File: src/rtl/handoff_mailbox.sv
module handoff_mailbox #(
  parameter int WORDS = 8,
  parameter int DW    = 32
) (
  input  logic                     clk,
  input  logic                     rst_n,
  input  logic                     fn_in_reset,
  input  logic [$clog2(WORDS)-1:0] req_addr,
  input  logic                     req_wr,
  input  logic [DW-1:0]            req_wdata,
  output logic [DW-1:0]            req_rdata,
  input  logic [$clog2(WORDS)-1:0] srv_addr,
  input  logic                     srv_wr,
  input  logic [DW-1:0]            srv_wdata,
  output logic [DW-1:0]            srv_rdata,
  output logic                     srv_owns,
  output logic                     srv_notify
);
  localparam int AW = $clog2(WORDS);
  localparam logic [AW-1:0] HDR = AW'(WORDS - 1);

  logic [DW-1:0] mem  [WORDS];
  logic [DW-1:0] view [WORDS];
  logic owner, notify_q;

  wire req_ok = req_wr && !owner;
  wire srv_ok = srv_wr && owner;

  always_ff @(posedge clk or negedge rst_n) begin
    if (!rst_n) begin
      for (int i = 0; i < WORDS; i++) mem[i] <= '0;
      owner    <= 1'b0;
      notify_q <= 1'b0;
    end else begin
      if (req_ok) mem[req_addr] <= req_wdata;
      else if (srv_ok) mem[srv_addr] <= srv_wdata;
      if (req_ok && req_addr == HDR) owner <= 1'b1;
      else if (srv_ok && srv_addr == HDR) owner <= 1'b0;
      notify_q <= req_ok && (req_addr == HDR);
    end
  end

  for (genvar g = 0; g < WORDS; g++) begin : g_view
    if (g == WORDS - 1) begin : g_hdr
      assign view[g] = {owner, mem[g][DW-2:0]};
    end else begin : g_data
      assign view[g] = mem[g];
    end
  end

  assign req_rdata  = fn_in_reset ? '1 : view[req_addr];
  assign srv_rdata  = view[srv_addr];
  assign srv_owns   = owner;
  assign srv_notify = notify_q;
endmodule


File: config.mk
export PLATFORM = sky130hd
export DESIGN_NAME = handoff_mailbox
export DESIGN_NICKNAME = d
export VERILOG_FILES = /design/src/rtl/handoff_mailbox.sv
export SDC_FILE = /design/constraint.sdc
export NUM_CORES = 1
export LEC_CHECK = 0
export ABC_AREA = 0
export CAP_MARGIN = 20
export CORE_MARGIN = 2
export CORE_UTILIZATION = 35
export CTS_CLUSTER_SIZE = 40
export DETAILED_ROUTE_END_ITERATION = 10
export MAX_ROUTING_LAYER = met4
export SYNTH_ARGS = -nofsm -noshare
export SYNTH_HDL_FRONTEND = slang
export SYNTH_SLANG_ARGS = --single-unit
File: constraint.sdc
create_clock -name clk -period 1.65 [get_ports clk]
set_clock_uncertainty 0.2 [all_clocks]
set_input_delay 0.165 -clock clk [delete_from_list [all_inputs] [get_ports clk]]
set_output_delay 0.165 -clock clk [all_outputs]
set_load 0.02 [all_outputs]
==> impl_results.md <==
* GR Layer Usage met3 at under 10%
* CTS tree: done
* Rel. slew slack at 56.0%
* HPWL after detailed placement at between 50 and 60 mm
* Leak at 0.0120 µW
* Final Net Count at 2343
* Crit-path max FO at 3
* Final Hold Fails at 0
* Status: finished with violations
* DRT Pass-1 Iters at 8
* CP Launch Type: flip-flop
* Post-place setup slack at -931 ps
* Dominant synthesized flop cell: dfrtp_1
* Starting Density at between 30% and 40%
* Grt met1 use at 45.1%
* Post-route cell area at 27100 µm²
* Yosys top cell area share at 39.9%
* Largest family of logic cells by synthesized area: compound AO/OA/AOI/OAI gates
* Vias per cell at ~6.5
* Initial antenna violation count at 2
* Flop and latch count out of synthesis at between 200 and 300
* GRT busiest layer: met2
* Final antenna-violating net count at 0
* Syn_area_per_cell at slightly below 9 µm²
* Ports at approximately 140
* Post-Syn Area at around 16000 µm²
* Die Ht at between 200 and 250 µm
* Hold_ws at 27.9 ps
* Max_cap viols at 0
* Num CTS Buffers at 35
* Layout cells sized above 1 at between 50% and 60%
* Post-Route Utilization at between 50% and 60%
* Area contributors post-synth: dfrtp_1 40%, mux2i_1 9.4%, nand2_1 7.0%
* Final number of setup-violating endpoints at about 320
* Largest net degree at the start of global routing at 65
* Cell chain of the critical path: mux2_4 > a22oi_2 > o22ai_1 > or3_4 > buf_6
* Number of port buffers at 140
* Max Clk Rate at 412 MHz
* Compound-Gate Fraction of Synth Area at between 20% and 30%
* Distinct cells, synth at 54
* Total GRT Usage at around a third
* Residual DRC at 0
* FP Rows at 78
* Max Slew Vio Count at 0
* Cell taking the most area after synthesis: dfrtp_1
* Most common cell in the netlist: nand2_1
* Post-placement cell area at about 21000 µm²
* DR iter-0 viols at ~2700
* Worst hold-check path type: input pin to flip-flop
* Top cells by count, synth: 302 x nand2_1, 257 x dfrtp_1, 159 x nor2_1
* Clock transition at path regs at about 60 ps
* CTS root buf: clkbuf_16
* Synth async-reset ratio at 100%
* Max clock buf depth at 3
* Largest delay contributor family on the critical path: flip-flops
* Remaining Overflow, GRT at 0
* Worst vdd ir at ~0.65 mV
* DIE AREA at 47700 µm²
* Core area at ~45000 µm²
* Placed cells at between 2000 and 3000
* Buf/Inv on CP at 1
* Met2 usage at about half
* Sequential area share after synthesis at approximately 40%
* Fraction of synthesized area in multiplexers at between 10% and 20%
* Post-synthesis cell count at between 1500 and 2000
* Vias in the first global route at roughly 18000
* Wire per inst at between 30 and 40 µm
* WS Path Type: flip-flop to output pin
* Post-Synth Simple-Gate Area at between 10% and 20%
* EDFF count, synth at 0
* Worst-path cell with the longest stage delay: dfrtp_1
* Worst Tran Pin Value at 658 ps
* Overall die width at around 220 µm
* Worst EP arrival at 2060 ps
* Synthesis warning total at 0
* Total Wirelength at ~89 mm
* Adder-cell share of the synthesized area at 0%
* Clock sinks at around 260
* Post-Layout Cell Count at slightly below 3000
* Clk_lat worst skew at ~570 ps
* Largest stage delay on the critical path at between 400 and 500 ps
* Via count at about 19000
* Final Wtd Congestion at ~0.94
* Fill cell count at ~3600
* First-pass GRT wire length at ~120 mm
* Tmin final at roughly 2400 ps
* Post-Syn Nets at about 1900
* H-Tree Depth at 2
* Area delta synth->final at 68.1%
* Post-synthesis xor/xnor area fraction at 0%
* Period utilization at 147%
* Crit. End Element: output pin
* Failing checks: setup timing
* PD cells at around 1300 nW/µm²
* RSZ-0062 raised after global routing: yes
* Final setup margin at -778 ps
* CP required at around 1300 ps
report_power, final:
group / total, µW / leakage (µW) / internal (µW) / switching [µW]
clock network: 7760 / 0.000569 / 4570 / 3190
logic: 15500 / 0.00842 / 8850 / 6630
registers: 11100 / 0.00298 / 8810 / 2250
total: 34300 / 0.0120 / 22200 / 12100
sequential cells by signal (all words and copies together) (netlist names):
| name | flops |
|---|---|
| srv_owns | 1 |
| mem | 255 |
| srv_notify | 1 |
layer usage:
layer | share of wire, % | vias up | wire length [µm]
met4 | 7.5 | 0 | 6650
met3 | 14 | 505 | 12700
li1 | - | 7494 | -
met2 | 42 | 1639 | 37400
met5 | 0 | - | 0
met1 | 36 | 9105 | 32300
worst paths after layout:
check / slack [ps] / start / cells past startpoint / endpoint
setup / recovery: -780 / mem[173] / 5 / req_rdata[13]
hold / removal: 30 / srv_addr[1] / 4 / srv_owns
setup reg to reg: -470 / srv_owns / 9 / mem[68]
hold reg to reg: 300 / mem[29] / 2 / mem[29]
max in group asynchronous: 80 / rst_n / 5 / mem[79]
min in group asynchronous: 440 / rst_n / 3 / mem[165]
what timing repair did:
item | 4_1_cts | 5_1_grt
resized for setup | 638 | 366
endpoints found under the hold margin | 260 | 0
pin swaps | 82 | 232
setup buffers | 35 | 35
hold buffers | 4 | 0
endpoints found under the setup margin | 323 | 325
gates cloned | 22 | 32
tightest hold or removal path, cell delays in order:
cell and delay (ps):
buf_4 210, buf_4 190, nand3_1 70, a21o_1 120
logic make-up (layout without fill, tap and decap cells):
logic type	after synthesis	in the layout
compound gates	537	537
simple gates	538	539
mux	244	244
other cells	0	3
flops	257	257
buf+inv	222	715
cell type report:
cell class              instances  area (µm²)  area share (%)
inverters                       4        17.5          0.0647
flip-flops and latches        257        6430            23.8
multi-input cells            1320       11400            42.2
well taps                     600         751            2.77
diodes                          3        7.51          0.0277
clock inverters                10        97.6           0.361
repair buffers                650        7300            27.0
clock buffers                  51        1050            3.87
metrics by stage:
stage | TNS (ps) | total power [µW]
floorplan | -18310 | 16500
finish | -132920 | 34300
global placement | -173230 | 21900
CTS | -101420 | 31500
detailed placement | -182020 | 22300
global route | -138710 | 35600
cells in the final DEF (no fill, tap or decap), types with 21 or more instances in the layout:
master and count:
buf_6 111, buf_16 21, nand2_1 186, buf_4 332
nor2_1 126, nand3_1 23, a31oi_1 53, mux2_4 46
a21oi_2 33, a2bb2oi_2 64, o21ai_2 26, mux2i_1 134
nor2_2 25, o21ai_1 86, a21oi_1 83, dfrtp_1 254
clkdlybuf4s50_1 66, mux4_2 32, a22oi_2 41, buf_12 72
nand2_4 35, a221oi_2 21, nand2_2 72, clkbuf_16 62
Note: power is estimated with default switching activity, not from simulation.
